$ cat config.mk
export PLATFORM = sky130hd
export DESIGN_NAME = fullmap_dir
export DESIGN_NICKNAME = d
export VERILOG_FILES = /design/src/rtl/fmd_pkg.sv /design/src/rtl/fmd_dir_store.sv /design/src/rtl/fmd_ack_ctr.sv /design/src/rtl/fmd_probe_scan.sv /design/src/rtl/fullmap_dir.sv
export SDC_FILE = /design/constraint.sdc
export NUM_CORES = 1
export LEC_CHECK = 0
export BUFFER_PORTS_ARGS = -buffer_cell sky130_fd_sc_hd__buf_2
export CAP_MARGIN = 20
export CORE_UTILIZATION = 60
export CTS_CLUSTER_SIZE = 20
export DETAILED_ROUTE_END_ITERATION = 16
export GPL_TIMING_DRIVEN = 0
export PLACE_DENSITY = 0.78
export SLEW_MARGIN = 10
export SYNTH_ARGS = -nofsm -noshare
export SYNTH_HDL_FRONTEND = slang
export SYNTH_SLANG_ARGS = --single-unit
$ cat constraint.sdc
create_clock -name clk -period 4.6 [get_ports clk]
set_clock_uncertainty 0.1 [all_clocks]
set_input_delay 0.23 -clock clk [delete_from_list [all_inputs] [get_ports clk]]
set_output_delay 0.23 -clock clk [all_outputs]
set_load 0.01 [all_outputs]
$ cat src/rtl/fmd_pkg.sv
package fmd_pkg;

  // Outbound coherence message codes (shared with the network side)
  typedef enum logic [2:0] {
    MSG_DATA   = 3'd0,
    MSG_GRANT  = 3'd1,
    MSG_RECALL = 3'd2,
    MSG_INVAL  = 3'd3,
    MSG_MEMWR  = 3'd4
  } fmd_msg_e;

  // Inbound request kinds
  typedef enum logic [1:0] {
    REQ_READ  = 2'd0,
    REQ_WRITE = 2'd1,
    REQ_WBACK = 2'd2,
    REQ_NONE  = 2'd3
  } fmd_req_e;

  // Transaction sequencer states
  typedef enum logic [2:0] {
    ST_IDLE  = 3'd0,
    ST_PROBE = 3'd1,
    ST_DRAIN = 3'd2,
    ST_MEMWR = 3'd3,
    ST_REPLY = 3'd4
  } fmd_st_e;

endpackage

$ cat src/rtl/fmd_dir_store.sv
module fmd_dir_store #(
  parameter int NPROC = 4,
  parameter int NBLK  = 16,
  localparam int BW   = (NBLK > 1) ? $clog2(NBLK) : 1
) (
  input  logic             clk,
  input  logic             rst_n,
  input  logic [BW-1:0]    rd_idx,
  output logic [NPROC-1:0] rd_pres,
  output logic             rd_dirty,
  input  logic             wr_en,
  input  logic [BW-1:0]    wr_idx,
  input  logic [NPROC-1:0] wr_pres,
  input  logic             wr_dirty
);

  logic [NPROC-1:0] pres_q [NBLK];
  logic [NBLK-1:0]  dirty_q;

  // One register slice per directory entry
  for (genvar b = 0; b < NBLK; b++) begin : g_entry
    always_ff @(posedge clk) begin
      if (!rst_n) begin
        pres_q[b]  <= '0;
        dirty_q[b] <= 1'b0;
      end else if (wr_en && (wr_idx == BW'(b))) begin
        pres_q[b]  <= wr_pres;
        dirty_q[b] <= wr_dirty;
      end
    end
  end

  assign rd_pres  = pres_q[rd_idx];
  assign rd_dirty = dirty_q[rd_idx];

  // a dirty entry always names exactly one holder
  a_r7_dirty_single_holder: assert property (@(posedge clk) disable iff (!rst_n)
    (wr_en && wr_dirty) |-> ($countones(wr_pres) == 1));

  // a block left uncached is also clean
  a_r8_uncached_is_clean: assert property (@(posedge clk) disable iff (!rst_n)
    (wr_en && (wr_pres == '0)) |-> !wr_dirty);

endmodule

$ cat src/rtl/fmd_ack_ctr.sv
module fmd_ack_ctr #(
  parameter int NPROC = 4,
  localparam int CW   = $clog2(NPROC + 1)
) (
  input  logic             clk,
  input  logic             rst_n,
  input  logic             load,
  input  logic [NPROC-1:0] load_mask,
  input  logic             take,
  output logic             pend_zero
);

  logic [CW-1:0] cnt_q;

  // Number of targets that will owe an acknowledgement
  function automatic logic [CW-1:0] owed(input logic [NPROC-1:0] v);
    logic [CW-1:0] c;
    c = '0;
    for (int i = 0; i < NPROC; i++) c = c + CW'(v[i]);
    return c;
  endfunction

  always_ff @(posedge clk) begin
    if (!rst_n)    cnt_q <= '0;
    else if (load) cnt_q <= owed(load_mask);
    else if (take) cnt_q <= cnt_q - CW'(1);
  end

  assign pend_zero = (cnt_q == '0);

  // no acknowledgement is taken beyond the owed count
  a_r10_no_underflow: assert property (@(posedge clk) disable iff (!rst_n)
    take |-> (cnt_q != '0));

  // a new count is loaded only once the previous one has drained
  a_r10_load_drained: assert property (@(posedge clk) disable iff (!rst_n)
    load |-> (cnt_q == '0));

endmodule

$ cat src/rtl/fmd_probe_scan.sv
module fmd_probe_scan #(
  parameter int NPROC = 4,
  localparam int PW   = (NPROC > 1) ? $clog2(NPROC) : 1
) (
  input  logic             clk,
  input  logic             rst_n,
  input  logic             load,
  input  logic [NPROC-1:0] load_mask,
  input  logic             advance,
  output logic [PW-1:0]    cur_id,
  output logic             last
);

  logic [NPROC-1:0] mask_q;

  // Lowest set position gives ascending-ID probe order
  function automatic logic [PW-1:0] lowest(input logic [NPROC-1:0] v);
    logic [PW-1:0] r;
    r = '0;
    for (int i = NPROC - 1; i >= 0; i--) if (v[i]) r = PW'(i);
    return r;
  endfunction

  always_ff @(posedge clk) begin
    if (!rst_n)       mask_q <= '0;
    else if (load)    mask_q <= load_mask;
    else if (advance) mask_q <= mask_q & ~(NPROC'(1) << cur_id);
  end

  assign cur_id = lowest(mask_q);
  assign last   = ((mask_q & (mask_q - NPROC'(1))) == '0);

  // each sent probe retires exactly one target
  a_r4_one_target_per_probe: assert property (@(posedge clk) disable iff (!rst_n)
    advance |=> ($countones(mask_q) + 1 == $past($countones(mask_q))));

  // a probe is only sent while a target remains
  a_r4_probe_has_target: assert property (@(posedge clk) disable iff (!rst_n)
    advance |-> (mask_q != '0));

endmodule

$ cat src/rtl/fullmap_dir.sv
module fullmap_dir
  import fmd_pkg::*;
#(
  parameter int NPROC = 4,
  parameter int NBLK  = 16,
  localparam int PW   = (NPROC > 1) ? $clog2(NPROC) : 1,
  localparam int BW   = (NBLK > 1) ? $clog2(NBLK) : 1
) (
  input  logic          clk,
  input  logic          rst_n,
  input  logic          req_valid,
  output logic          req_ready,
  input  logic [1:0]    req_kind,
  input  logic [PW-1:0] req_src,
  input  logic [BW-1:0] req_blk,
  output logic          msg_valid,
  input  logic          msg_ready,
  output logic [2:0]    msg_type,
  output logic [PW-1:0] msg_dst,
  output logic [BW-1:0] msg_blk,
  input  logic          rsp_valid,
  output logic          rsp_ready
);

  // Entry read/write
  logic [NPROC-1:0] rd_pres;
  logic             rd_dirty;
  logic             wr_en;

  // Transaction registers
  fmd_st_e          st_q;
  logic [PW-1:0]    src_q;
  logic [BW-1:0]    blk_q;
  fmd_msg_e         probe_q;
  fmd_msg_e         reply_q;
  logic             mem_q;
  logic             wb_q;
  logic [PW-1:0]    memdst_q;
  logic [NPROC-1:0] npres_q;
  logic             ndirty_q;

  // Named events for the checks
  logic             accept;
  logic             msg_hs;
  logic             ack_take;
  logic             ack_zero;
  logic             finish;
  logic [PW-1:0]    scan_id;
  logic             scan_last;

  // Decode of the incoming request against the current entry
  logic [NPROC-1:0] own_bit;
  logic [NPROC-1:0] others;
  logic             owner_other;
  logic             wb_ok;
  logic             d_go;
  logic [NPROC-1:0] d_mask;
  fmd_msg_e         d_probe;
  fmd_msg_e         d_reply;
  logic             d_mem;
  logic             d_wb;
  logic [NPROC-1:0] d_pres;
  logic             d_dirty;

  fmd_dir_store #(.NPROC(NPROC), .NBLK(NBLK)) u_store (
    .clk      (clk),
    .rst_n    (rst_n),
    .rd_idx   (req_blk),
    .rd_pres  (rd_pres),
    .rd_dirty (rd_dirty),
    .wr_en    (wr_en),
    .wr_idx   (blk_q),
    .wr_pres  (npres_q),
    .wr_dirty (ndirty_q)
  );

  assign req_ready = (st_q == ST_IDLE);
  assign accept    = req_valid && req_ready;
  assign msg_hs    = msg_valid && msg_ready;
  assign rsp_ready = !ack_zero;
  assign ack_take  = rsp_valid && rsp_ready;

  assign own_bit     = NPROC'(1) << req_src;
  assign others      = rd_pres & ~own_bit;
  assign owner_other = rd_dirty && (others != '0);
  assign wb_ok       = rd_dirty && rd_pres[req_src];

  always_comb begin
    d_go    = 1'b0;
    d_mask  = '0;
    d_probe = MSG_INVAL;
    d_reply = MSG_DATA;
    d_mem   = 1'b0;
    d_wb    = 1'b0;
    d_pres  = rd_pres;
    d_dirty = rd_dirty;
    unique case (fmd_req_e'(req_kind))
      REQ_READ: begin
        d_go    = 1'b1;
        d_pres  = rd_pres | own_bit;
        if (owner_other) begin
          d_mask  = others;
          d_probe = MSG_RECALL;
          d_mem   = 1'b1;
          d_dirty = 1'b0;
        end
      end
      REQ_WRITE: begin
        d_go    = 1'b1;
        d_reply = MSG_GRANT;
        d_mask  = others;
        d_mem   = owner_other;
        d_pres  = own_bit;
        d_dirty = 1'b1;
      end
      REQ_WBACK: begin
        if (wb_ok) begin
          d_go    = 1'b1;
          d_wb    = 1'b1;
          d_mem   = 1'b1;
          d_pres  = '0;
          d_dirty = 1'b0;
        end
      end
      default: ;
    endcase
  end

  fmd_probe_scan #(.NPROC(NPROC)) u_scan (
    .clk       (clk),
    .rst_n     (rst_n),
    .load      (accept && d_go),
    .load_mask (d_mask),
    .advance   (msg_hs && (st_q == ST_PROBE)),
    .cur_id    (scan_id),
    .last      (scan_last)
  );

  fmd_ack_ctr #(.NPROC(NPROC)) u_ack (
    .clk       (clk),
    .rst_n     (rst_n),
    .load      (accept && d_go),
    .load_mask (d_mask),
    .take      (ack_take),
    .pend_zero (ack_zero)
  );

  assign finish = msg_hs && ((st_q == ST_REPLY) || ((st_q == ST_MEMWR) && wb_q));
  assign wr_en  = finish;

  // Sequencer
  always_ff @(posedge clk) begin
    if (!rst_n) begin
      st_q     <= ST_IDLE;
      src_q    <= '0;
      blk_q    <= '0;
      probe_q  <= MSG_INVAL;
      reply_q  <= MSG_DATA;
      mem_q    <= 1'b0;
      wb_q     <= 1'b0;
      memdst_q <= '0;
      npres_q  <= '0;
      ndirty_q <= 1'b0;
    end else begin
      unique case (st_q)
        ST_IDLE: begin
          if (accept && d_go) begin
            src_q    <= req_src;
            blk_q    <= req_blk;
            probe_q  <= d_probe;
            reply_q  <= d_reply;
            mem_q    <= d_mem;
            wb_q     <= d_wb;
            memdst_q <= req_src;
            npres_q  <= d_pres;
            ndirty_q <= d_dirty;
            if (d_mask != '0) st_q <= ST_PROBE;
            else if (d_wb)    st_q <= ST_MEMWR;
            else              st_q <= ST_REPLY;
          end
        end
        ST_PROBE: begin
          if (msg_hs) begin
            memdst_q <= scan_id;
            if (scan_last) st_q <= ST_DRAIN;
          end
        end
        ST_DRAIN: begin
          if (ack_zero) st_q <= mem_q ? ST_MEMWR : ST_REPLY;
        end
        ST_MEMWR: begin
          if (msg_hs) st_q <= wb_q ? ST_IDLE : ST_REPLY;
        end
        ST_REPLY: begin
          if (msg_hs) st_q <= ST_IDLE;
        end
        default: st_q <= ST_IDLE;
      endcase
    end
  end

  // Message port
  always_comb begin
    msg_valid = 1'b0;
    msg_type  = MSG_DATA;
    msg_dst   = src_q;
    unique case (st_q)
      ST_PROBE: begin
        msg_valid = 1'b1;
        msg_type  = probe_q;
        msg_dst   = scan_id;
      end
      ST_MEMWR: begin
        msg_valid = 1'b1;
        msg_type  = MSG_MEMWR;
        msg_dst   = memdst_q;
      end
      ST_REPLY: begin
        msg_valid = 1'b1;
        msg_type  = reply_q;
        msg_dst   = src_q;
      end
      default: ;
    endcase
  end

  assign msg_blk = blk_q;

  // replies and memory updates only after all acks are in
  a_r4_reply_after_acks: assert property (@(posedge clk) disable iff (!rst_n)
    (msg_valid && (msg_type == MSG_GRANT || msg_type == MSG_DATA || msg_type == MSG_MEMWR))
      |-> ack_zero);

  // a recall goes to a single owner
  a_r3_single_recall: assert property (@(posedge clk) disable iff (!rst_n)
    (msg_valid && msg_type == MSG_RECALL) |-> scan_last);

  // an accepted transaction stalls the request port
  a_r9_stall_after_accept: assert property (@(posedge clk) disable iff (!rst_n)
    (accept && d_go) |=> !req_ready);

  // an offered message is held steady under backpressure
  a_r11_msg_hold: assert property (@(posedge clk) disable iff (!rst_n)
    (msg_valid && !msg_ready) |=> (msg_valid && $stable(msg_type) && $stable(msg_dst)));

endmodule

==> insert_results.sql <==
INSERT INTO impl_metrics (metric_group, metric, value, unit) VALUES
('run_status', 'outcome', 'complete, no violations', ''),
('route', 'total_vias_in_the_final_route', '4123', ''),
('floorplanning', 'top_level_ports', '25', ''),
('clock_tree', 'clock_tree.htree_level_count', '3', ''),
('logic_synthesis', 'yosys_warnings', '0', ''),
('worst_setup_path', 'crit_arrival', '3.44', 'ns'),
('clock_tree', 'worst_skew_pair.late_latency', '0.39', 'ns'),
('clock_tree', 'tritoncts_num_sinks', '107', ''),
('floorplanning', 'initial_utilization', '63.0', '%'),
('timing', 'tightestPinTransition', '0.881', 'ns'),
('placement', 'dpl.cell_count', '659', ''),
('floorplanning', 'floorplan.die.width', '98.4', 'um'),
('placement', 'post-place-ws', '0.958', 'ns'),
('global_routing', 'grt_antenna_before_repair', '0', ''),
('route', 'detail_route.wl_per_cell', '19.1', 'um'),
('placement', 'gp_congestion', '0.923', ''),
('power', 'switching_share', '27.1', '%'),
('cells_and_area', 'nets', '581', ''),
('logic_synthesis', 'synthCells', '534', ''),
('power', 'power_per_cell_area', '335', 'nW/um^2'),
('worst_setup_path', 'critical_path.max_fanout', '10', ''),
('cells_and_area', 'fillers', '670', ''),
('logic_synthesis', 'mappedNetlistArea', '5580', 'um^2'),
('worst_setup_path', 'regToRegSetupSlack', '1.36', 'ns'),
('floorplanning', 'core_area', '8850', 'um^2'),
('timing', 'final.period_utilization', '70.5', '%'),
('clock_tree', 'postCtsSetupBuffers', '0', ''),
('placement', 'dp_hpwl', '9.37', 'mm'),
('timing', 'worst_slew_margin_rel', '41.1', '%'),
('route', 'drt_first_pass_iters', '7', ''),
('clock_tree', 'cts_root_buffer', 'clkbuf_8', ''),
('logic_synthesis', 'ys_async_sr_fraction', '0', '%'),
('logic_synthesis', 'ys_seq_area_share', '49.9', '%'),
('logic_synthesis', 'postSynthRegisterBits', '107', ''),
('flow_run', 'maxCapViolCount', '0', ''),
('global_routing', 'grt_start_max_net_pins', '21', ''),
('timing', 'setup-tns-final', '0', 'ns'),
('logic_synthesis', 'number_of_nets_produced_by_synthesis', '553', ''),
('cells_and_area', 'post_layout_nonfiller_instances', '675', ''),
('power', 'switchingPower', '0.547', 'mW'),
('cells_and_area', 'num_antenna_cells', '0', ''),
('power', 'power.share.clock', '33.9', '%'),
('hold_path', 'worstHoldPathType', 'primary input to register', ''),
('floorplanning', 'die_h', '98.4', 'um'),
('route', 'detail_route.vias_per_cell', '6.11', ''),
('timing', 'rsz0062_at_grt', 'no', ''),
('worst_setup_path', 'crit_required', '4.80', 'ns'),
('power', 'power_frac_comb', '13.3', '%'),
('cells_and_area', 'area_growth', '8.25', '%'),
('timing', 'hold_viol', '0', ''),
('worst_setup_path', 'setup.worst_path.end_class', 'register', ''),
('power', 'cellLeakagePower', '2.35', 'nW'),
('worst_setup_path', 'slowest_delay', '0.53', 'ns'),
('clock_tree', 'cts_tree', 'yes', ''),
('worst_setup_path', 'crit_path_cell_trace', 'buf_4 > buf_12 > buf_6 > mux4_2 > mux2i_1 > mux2_2 > nor2b_1 > nor2_1 > o211ai_1 > ha_1 > or4b_1 > a2bb2oi_1 > o41ai_2', ''),
('floorplanning', 'area_of_the_die', '9690', 'um^2'),
('placement', 'io_buffer_count', '17', ''),
('logic_synthesis', 'ys_types', '58', ''),
('timing', 'finalMaxSlewViolations', '0', ''),
('timing', 'setup_slack', '1.36', 'ns'),
('global_routing', 'global_route.overflow_total', '0', ''),
('global_routing', 'grt_pass1_wl', '20.5', 'mm'),
('route', 'detail-route-antenna-nets', '0', ''),
('global_routing', 'grt_pass1_vias', '3819', ''),
('worst_setup_path', 'crit_path_top_delay_cell', 'mux4_2', ''),
('clock_tree', 'ctsLongestPathBuffers', '2', ''),
('logic_synthesis', 'syn_area_per_cell', '10.4', 'um^2'),
('timing', 'finalWorstPathRequiredPeriod', '3.24', 'ns'),
('clock_tree', 'postCtsResizedCells', '0', ''),
('worst_setup_path', 'critPathKind', 'primary input to register', ''),
('clock_tree', 'path_clk_slew', '0.12', 'ns');
## final timing paths
| check | end | start | depth (start not counted) |
|---|---|---|---|
| max | st_q[2]$_SDFFE_PN0P_ | req_blk[1] | 13 |
| min | u_scan.mask_q[0]$_SDFFE_PN0P_ | msg_ready | 4 |
| min reg2reg | memdst_q[1]$_SDFFE_PN0P_ | memdst_q[1]$_SDFFE_PN0P_ | 2 |
| max reg2reg | u_store.pres_q[0][1]$_SDFFCE_PN0P_ | st_q[0]$_SDFFE_PN0P_ | 8 |
## worst max-delay path, delay by kind of cell
kind	cells	cell delay [ns]
adders and majority gates	1	0.24
muxes	3	0.98
AOI/OAI and AO/OA	3	0.71
buffers and inverters	3	0.49
and+or+nand+nor	3	0.79
## metrics by stage
stage / total power, mW / cell area (um^2) / util [%]
floorplan: 1.28 / 5580 / -
global placement: 1.35 / 5800 / 65.5
detailed placement: 1.36 / 5800 / 65.5
CTS: 2.02 / 6040 / 68.2
global route: 2.08 / 6040 / 68.2
finish: 2.02 / 6040 / 68.2
## per-layer routing
layer	vias up	global-route usage (%)	wire length [um]
met1	1945	42.9	5730
met3	31	4.89	1270
li1	1930	-	-
met2	217	41.4	5580
met5	-	0	0
met4	0	8.38	322
## placed cells by master, fill, tap and decap left out, types with 17 or more instances in the layout
master	Yosys	routed
and2_1	70	70
buf_2	2	19
clkbuf_1	23	23
dfxtp_1	43	43
edfxtp_1	64	64
inv_1	32	32
mux2i_1	35	35
nand2_1	46	46
nor2_1	38	38
nor2b_1	17	17
o21ai_0	43	43
## power by group through the flow
stage          Combinational, mW  Sequential, mW  Clock, mW
6_report                   0.269            1.07      0.685
5_1_grt                    0.296            1.07      0.713
2_1_floorplan              0.195            1.08          0
4_1_cts                    0.266            1.07      0.680
3_5_place_dp               0.265            1.09          0
3_3_place_gp               0.258            1.09          0
## cells in the mapped netlist, drive strengths merged (2+ instances only)
cell type | instances | share of area (%)
a31oi | 3 | 0.34
a21o | 2 | 0.27
a41oi | 2 | 0.31
dfxtp | 43 | 15
or3 | 2 | 0.22
o211a | 2 | 0.36
nor3 | 4 | 0.36
o211ai | 2 | 0.27
nor2b | 17 | 1.9
o21ai | 46 | 4.3
ha | 5 | 1.1
mux2i | 35 | 6.3
nand3b | 3 | 0.40
a2111oi | 2 | 0.65
a21oi | 11 | 0.99
mux4 | 12 | 4.8
nor4 | 2 | 0.22
a21boi | 5 | 0.67
o32ai | 2 | 0.31
mux2 | 6 | 1.3
o22ai | 3 | 0.34
nand2 | 46 | 3.1
and3 | 3 | 0.43
nand3 | 7 | 0.63
and2 | 70 | 7.9
edfxtp | 64 | 34
nand2b | 7 | 0.79
a22oi | 8 | 1.2
inv | 32 | 2.2
buf | 10 | 1.5
clkbuf | 23 | 1.5
nor2 | 38 | 2.6
nand4 | 2 | 0.22
## layout make-up
type                       count  area, um^2  share of cell area [%]
timing repair buffer          17        85.1                    1.41
sequential                   107        2780                    46.1
inverter                      32         120                    1.99
buffer                        33         169                    2.80
tap                          108         135                    2.24
clock buffer                   9         124                    2.05
multi-input combinational    362        2510                    41.5
clock inverter                 7         116                    1.93
## registers in the layout, summed over array words and instances, names as in the netlist, 2 cells and up
| register | flops |
|---|---|
| u_store.pres_q | 64 |
| u_store.dirty_q | 16 |
| msg_blk | 4 |
| npres_q | 4 |
| u_scan.mask_q | 4 |
| st_q | 3 |
| u_ack.cnt_q | 3 |
| memdst_q | 2 |
| src_q | 2 |
## logic make-up after synthesis
| kind of cell | Yosys count | synth area share (%) |
|---|---|---|
| buf+inv | 65 | 5.18 |
| compound gates | 95 | 11.2 |
| simple gates | 205 | 19.2 |
| xor+xnor | 2 | 0.314 |
| fa+ha+maj | 7 | 1.66 |
| flops | 107 | 49.9 |
| mux | 53 | 12.5 |
No activity file was read; power rests on OpenSTA's default activity.
